**src/rtl/crt_scan_pkg.sv**
```systemverilog
package crt_scan_pkg;
  typedef struct packed {
    logic act;
    logic hs_n;
    logic vs_n;
  } beam_t;

  localparam beam_t BEAM_IDLE = '{act: 1'b0, hs_n: 1'b1, vs_n: 1'b1};
endpackage

```
**src/rtl/crt_raster_timer.sv**
```systemverilog
module crt_raster_timer
  import crt_scan_pkg::*;
#(
  parameter int H_ACTIVE = 640,
  parameter int H_FP     = 16,
  parameter int H_SYNC   = 96,
  parameter int H_BP     = 48,
  parameter int V_ACTIVE = 400,
  parameter int V_FP     = 12,
  parameter int V_SYNC   = 2,
  parameter int V_BP     = 20,
  parameter int HW       = 10,
  parameter int VW       = 9
) (
  input  logic          clk_i,
  input  logic          rst_ni,
  output logic [HW-1:0] h_o,
  output logic [VW-1:0] v_o,
  output beam_t         beam_o,
  output logic          fetch_o,
  output logic          adv_o,
  output logic          frame_end_o
);
  localparam int H_TOTAL  = H_ACTIVE + H_FP + H_SYNC + H_BP;
  localparam int V_TOTAL  = V_ACTIVE + V_FP + V_SYNC + V_BP;
  localparam int HS_START = H_ACTIVE + H_FP;
  localparam int HS_END   = HS_START + H_SYNC;
  localparam int VS_START = V_ACTIVE + V_FP;
  localparam int VS_END   = VS_START + V_SYNC;

  logic [HW-1:0] h_q;
  logic [VW-1:0] v_q;
  logic line_end, last_line;

  assign line_end  = (h_q == HW'(H_TOTAL - 1));
  assign last_line = (v_q == VW'(V_TOTAL - 1));

  always_ff @(posedge clk_i or negedge rst_ni) begin
    if (!rst_ni) begin
      h_q <= '0;
      v_q <= '0;
    end else if (line_end) begin
      h_q <= '0;
      v_q <= last_line ? '0 : v_q + 1'b1;
    end else begin
      h_q <= h_q + 1'b1;
    end
  end

  always_comb begin
    beam_o.act  = (h_q < HW'(H_ACTIVE)) && (v_q < VW'(V_ACTIVE));
    beam_o.hs_n = !((h_q >= HW'(HS_START)) && (h_q < HW'(HS_END)));
    beam_o.vs_n = !((v_q >= VW'(VS_START)) && (v_q < VW'(VS_END)));
  end

  // byte boundaries within the active span
  assign fetch_o     = beam_o.act && (h_q[2:0] == 3'd0);
  assign adv_o       = beam_o.act && (h_q[2:0] == 3'd7);
  assign frame_end_o = line_end && last_line;
  assign h_o         = h_q;
  assign v_o         = v_q;
endmodule

```
**src/rtl/crt_scan_addr.sv**
```systemverilog
module crt_scan_addr #(
  parameter int AW = 15
) (
  input  logic          clk_i,
  input  logic          rst_ni,
  input  logic          adv_i,
  input  logic          clr_i,
  output logic [AW-1:0] addr_o
);
  logic [AW-1:0] addr_q;

  // continuous count: the line stride falls out of the active width
  always_ff @(posedge clk_i or negedge rst_ni) begin
    if (!rst_ni)    addr_q <= '0;
    else if (clr_i) addr_q <= '0;
    else if (adv_i) addr_q <= addr_q + 1'b1;
  end

  assign addr_o = addr_q;
endmodule

```
**src/rtl/crt_pipe_delay.sv**
```systemverilog
module crt_pipe_delay #(
  parameter int             W       = 1,
  parameter int             DEPTH   = 1,
  parameter logic [W-1:0]   RST_VAL = '0
) (
  input  logic         clk_i,
  input  logic         rst_ni,
  input  logic [W-1:0] d_i,
  output logic [W-1:0] q_o
);
  logic [W-1:0] stg_q [DEPTH];

  for (genvar i = 0; i < DEPTH; i++) begin : g_stg
    if (i == 0) begin : g_head
      always_ff @(posedge clk_i or negedge rst_ni) begin
        if (!rst_ni) stg_q[i] <= RST_VAL;
        else         stg_q[i] <= d_i;
      end
    end else begin : g_tail
      always_ff @(posedge clk_i or negedge rst_ni) begin
        if (!rst_ni) stg_q[i] <= RST_VAL;
        else         stg_q[i] <= stg_q[i-1];
      end
    end
  end

  assign q_o = stg_q[DEPTH-1];
endmodule

```
**src/rtl/crt_pixel_shifter.sv**
```systemverilog
module crt_pixel_shifter #(
  parameter int BW = 8
) (
  input  logic          clk_i,
  input  logic          rst_ni,
  input  logic          load_i,
  input  logic [BW-1:0] data_i,
  input  logic          vis_i,
  output logic          video_o
);
  logic [BW-1:0] sr_q;

  always_ff @(posedge clk_i or negedge rst_ni) begin
    if (!rst_ni)     sr_q <= '0;
    else if (load_i) sr_q <= data_i;
    else             sr_q <= {sr_q[BW-2:0], 1'b0};
  end

  assign video_o = vis_i & sr_q[BW-1];
endmodule

```
**src/rtl/crt_bitmap_scanner.sv**
```systemverilog
module crt_bitmap_scanner
  import crt_scan_pkg::*;
#(
  parameter int H_BYTES  = 80,
  parameter int H_FP     = 16,
  parameter int H_SYNC   = 96,
  parameter int H_BP     = 48,
  parameter int V_ACTIVE = 400,
  parameter int V_FP     = 12,
  parameter int V_SYNC   = 2,
  parameter int V_BP     = 20,
  parameter int AW       = 15
) (
  input  logic          clk_i,
  input  logic          rst_ni,
  input  logic [AW:0]   mcu_addr_i,
  input  logic          mcu_wr_i,
  input  logic [7:0]    buf_rdata_i,
  output logic [AW-1:0] buf_addr_o,
  output logic          buf_we_o,
  output logic          vis_o,
  output logic          hsync_o,
  output logic          vsync_o,
  output logic          video_o
);
  localparam int H_ACTIVE = H_BYTES * 8;
  localparam int H_TOTAL  = H_ACTIVE + H_FP + H_SYNC + H_BP;
  localparam int V_TOTAL  = V_ACTIVE + V_FP + V_SYNC + V_BP;
  localparam int HW       = $clog2(H_TOTAL);
  localparam int VW       = $clog2(V_TOTAL);
  localparam int BEAM_W   = $bits(beam_t);

  logic [HW-1:0] h_cnt;
  logic [VW-1:0] v_cnt;
  beam_t         beam, beam_d2;
  logic          fetch, adv, frame_end, fetch_d1;
  logic [AW-1:0] scan_addr;

  crt_raster_timer #(
    .H_ACTIVE(H_ACTIVE), .H_FP(H_FP), .H_SYNC(H_SYNC), .H_BP(H_BP),
    .V_ACTIVE(V_ACTIVE), .V_FP(V_FP), .V_SYNC(V_SYNC), .V_BP(V_BP),
    .HW(HW), .VW(VW)
  ) u_timer (
    .clk_i(clk_i), .rst_ni(rst_ni), .h_o(h_cnt), .v_o(v_cnt),
    .beam_o(beam), .fetch_o(fetch), .adv_o(adv), .frame_end_o(frame_end)
  );

  crt_scan_addr #(.AW(AW)) u_addr (
    .clk_i(clk_i), .rst_ni(rst_ni), .adv_i(adv), .clr_i(frame_end),
    .addr_o(scan_addr)
  );

  // fetch strobe trails the address by the buffer read latency
  crt_pipe_delay #(.W(1), .DEPTH(1), .RST_VAL(1'b0)) u_fetch_dly (
    .clk_i(clk_i), .rst_ni(rst_ni), .d_i(fetch), .q_o(fetch_d1)
  );

  // syncs and blanking follow the video by two clocks
  crt_pipe_delay #(.W(BEAM_W), .DEPTH(2), .RST_VAL(BEAM_IDLE)) u_beam_dly (
    .clk_i(clk_i), .rst_ni(rst_ni), .d_i(beam), .q_o(beam_d2)
  );

  crt_pixel_shifter #(.BW(8)) u_shift (
    .clk_i(clk_i), .rst_ni(rst_ni), .load_i(fetch_d1), .data_i(buf_rdata_i),
    .vis_i(beam_d2.act), .video_o(video_o)
  );

  // bus ownership follows the undelayed visible flag
  assign vis_o      = beam.act;
  assign buf_addr_o = beam.act ? scan_addr : mcu_addr_i[AW-1:0];
  assign buf_we_o   = !beam.act && mcu_wr_i && !mcu_addr_i[AW];
  assign hsync_o    = beam_d2.hs_n;
  assign vsync_o    = beam_d2.vs_n;
endmodule

```
**config.mk**
```make
export PLATFORM = sky130hd
export DESIGN_NAME = crt_bitmap_scanner
export DESIGN_NICKNAME = d
export VERILOG_FILES = /design/src/rtl/crt_scan_pkg.sv /design/src/rtl/crt_raster_timer.sv /design/src/rtl/crt_scan_addr.sv /design/src/rtl/crt_pipe_delay.sv /design/src/rtl/crt_pixel_shifter.sv /design/src/rtl/crt_bitmap_scanner.sv
export SDC_FILE = /design/constraint.sdc
export NUM_CORES = 1
export LEC_CHECK = 0
export BUFFER_PORTS_ARGS = -buffer_cell sky130_fd_sc_hd__buf_2
export CELL_PAD_IN_SITES_DETAIL_PLACEMENT = 0
export CELL_PAD_IN_SITES_GLOBAL_PLACEMENT = 1
export CORE_MARGIN = 3
export CORE_UTILIZATION = 47
export CTS_CLUSTER_DIAMETER = 120
export DETAILED_ROUTE_END_ITERATION = 7
export GPL_ROUTABILITY_DRIVEN = 0
export GPL_TIMING_DRIVEN = 0
export PLACE_DENSITY_LB_ADDON = 0.2
export SYNTH_ARGS = -nofsm -noshare
export SYNTH_HDL_FRONTEND = slang
export SYNTH_SLANG_ARGS = --single-unit
export TNS_END_PERCENT = 10
```
**constraint.sdc**
```tcl
create_clock -name clk_i -period 4 [get_ports clk_i]
set_clock_uncertainty 0.2 [all_clocks]
set_input_delay 0.4 -clock clk_i [delete_from_list [all_inputs] [get_ports clk_i]]
set_output_delay 0.4 -clock clk_i [all_outputs]
set_load 0.01 [all_outputs]
```
==> flow_summary_export.csv <==
group,metric,value,unit
synthesis,synth_top_area_cell,"dfrtp_1",
die,start_util,0.500,
placement,dp_hpwl,3.76,mm
sta,final.period_utilization,0.673,
synthesis,synth_top_area_frac,0.430,
layout,regArea,1230,sq um
drt,drc,0,
synthesis,synth_edf_count,0,
layout,layout-drive-gt1-share,0.320,
power,p_leak,1.37,nW
synthesis,synth_nets,276,
clocking,cts_resized,0,
clocking,cts.sinks,49,
synthesis,syn-instance-count,243,
clocking,cts_max_path_buffers,2,
clocking,ctsRootBufferMaster,"clkbuf_8",
drt,postRouteAntennaNets,0,
layout,insertedDiodeCount,0,
layout,syn_to_final_growth,16.7,%
global_routing,grt_first_pass_wirelength,8.78,mm
synthesis,synthTopCellsByArea,"dfrtp_1 43%, mux2_2 8.6%, dfstp_2 4.0%",
die,core,5240,sq um
min_path,hold_path_class,"in -> async",
layout,nets,329,
clocking,htreeDepth,2,
global_routing,grt_pass1_vias,1807,
die,ios,47,
sta,finalHoldViolCount,0,
sta,fmax,372,MHz
sta,setup_viol,0,
synthesis,synth_cell_type_count,53,
power,power.density,293,nW/um^2
critical_path,worst_setup_path_start_kind,"flop",
clocking,postCtsSetupRepairBufs,0,
sta,final_max_slew_viol_count,0,
synthesis,async_flop_share,1.00,
die,dieArea,6500,sq um
global_routing,overflow,0,
power,peakVddDrop,0.144,mV
synthesis,synth-main-ff-cell,"dfrtp_1",
sta,rsz0062_at_grt,"no",
drt,drtIter0Drc,149,
drt,dr.pass1.iters,4,
layout,fin_util,0.584,
synthesis,seq_area_frac_synth,0.470,
synthesis,ys_warn_count,0,
sta,fin_setup_tns,0,ps
global_routing,antenna_found_initial,0,
critical_path,cp-end-kind,"output port",
clocking,worstSkewPairLatency,300,ps
critical_path,required,3400,ps
drt,viasPerCell,5.48,
synthesis,ys_ff_latch,49,
outcome,status,"finished clean",
layout,num-fill-cells,482,
synthesis,syn_area,2620,sq um
critical_path,worstPathArrival,2090,ps
layout,multiInputGateArea,1300,sq um
critical_path,worst-setup-path-type,"reg -> out",
global_routing,grt_usage,0.178,
sta,period_needed,2690,ps
global_routing,grt_max_degree,50,
clocking,postCtsHoldBufs,0,
die,rows,26,
drt,routedWlPerCell,14.5,um
die,die_x,80.6,um
clocking,cts_tree,"done",
clocking,cts_buffers,5,
placement,port_buffers,46,
sta,relSlewSlack,0.276,
drt,dr_total_vias,2011,
critical_path,worstPathMaxFanout,10,
sta,tightest_slew,1090,ps
synthesis,syn-mean-instance-area,10.8,sq um
drt,drt_wl_total,5.34,mm
die,die_height,80.6,um
clocking,path_clk_slew,90,ps
job,maxCapViolations,0,
-- metrics by stage --
step | std cells | instance area (sq um) | setup slack, ps | total power (W) | hold slack [ps]
3_3_place_gp | 359 | 2940 | 1600 | 0.000532 | 134
2_1_floorplan | 243 | 2620 | 1930 | 0.000510 | -95.6
4_1_cts | 367 | 3060 | 1250 | 0.000904 | 110
5_1_grt | 367 | 3060 | 1140 | 0.000931 | 102
6_report | 367 | 3060 | 1310 | 0.000894 | 84.0
3_5_place_dp | 359 | 2940 | 1600 | 0.000533 | 136
-- flip-flops by register name (all words and copies together), names as in the netlist --
name,count
u_addr.addr_o,15
u_timer.h_o,10
u_timer.v_o,9
u_shift.sr_q,8
u_beam_dly.q_o,3
u_beam_dly.stg_q,3
u_fetch_dly.q_o,1
-- routing by layer --
metal	global-route usage	routed length, um	vias up
met4	0.0557	56	0
met1	0.246	2490	961
met2	0.280	2510	52
met5	0	0	-
met3	0.0336	283	5
li1	-	-	993
-- worst paths after layout --
path	startpoint	endpoint	slack (ps)	depth (start not counted)
max	u_timer.h_o[8]	buf_addr_o[12]	1310	5
min	rst_ni	u_shift.sr_q[5]	80	1
max reg2reg	u_timer.h_o[0]	u_timer.h_o[9]	1670	5
min reg2reg	u_beam_dly.stg_q[5]	u_beam_dly.q_o[2]	150	0
max in group asynchronous	rst_ni	u_timer.h_o[7]	2830	1
min in group clk_i	buf_rdata_i[0]	u_shift.sr_q[0]	110	2
-- cells in the mapped netlist, drive strengths merged, types with 2 or more instances --
cell type  count
a21oi          4
or3            3
a41oi          3
nand2b         2
nand4         11
nand3         14
mux2          20
buf            6
nor3           7
nor3b          4
nor2          13
nor4           4
dfrtp         45
inv           10
dfstp          4
a31oi          8
o31ai          3
xnor2          6
and2           5
and3           5
clkbuf         2
ha             6
o21ai         13
and4           3
a2bb2oi        2
mux2i          2
nand2         18
xor2           6
-- cell usage in the layout (no fill, tap or decap), types with 2 or more instances in the layout --
master / n
buf_2: 49
dfrtp_1: 45
mux2_2: 20
nand2_1: 17
nand3_1: 14
nor2_1: 12
nand4_1: 11
o21ai_0: 11
inv_1: 10
a31oi_1: 8
xor2_1: 6
xnor2_1: 6
ha_1: 6
clkbuf_8: 6
and2_1: 5
and3_1: 5
nor3_1: 5
nor3b_1: 4
a21oi_1: 4
dfstp_2: 4
o31ai_1: 3
nor4_1: 3
and4_1: 3
a41oi_1: 3
clkbuf_1: 2
nand2b_1: 2
buf_6: 2
mux2i_1: 2
or3_1: 2
-- layout make-up --
cell class | count | share of cell area
buffer | 8 | 0.0172
inverter | 10 | 0.0123
sequential | 49 | 0.403
tap | 70 | 0.0287
timing repair buffer | 46 | 0.0753
clock inverter | 2 | 0.0123
clock buffer | 6 | 0.0270
multi-input combinational | 176 | 0.424
-- where the power goes --
group           total, W  switching [W]  internal [W]
Combinational  0.0000261      0.0000138     0.0000123
Sequential      0.000496   0.0000000670      0.000496
Clock           0.000372       0.000169      0.000203
Total           0.000894       0.000183      0.000712
-- logic make-up after synthesis --
group / Yosys count / synth area share
xor+xnor: 12 / 0.0401
flops: 49 / 0.470
fa+ha+maj: 6 / 0.0287
buf+inv: 18 / 0.0344
compound gates: 42 / 0.116
mux: 22 / 0.0936
simple gates: 94 / 0.217
-- worst max-delay path: stages (launching register included) --
cell and delay [ps]:
dfrtp_1 480, o21ai_0 360, nand2_2 260, buf_2 270, mux2_2 280, buf_2 140
Power figures use the tool's default switching activity.
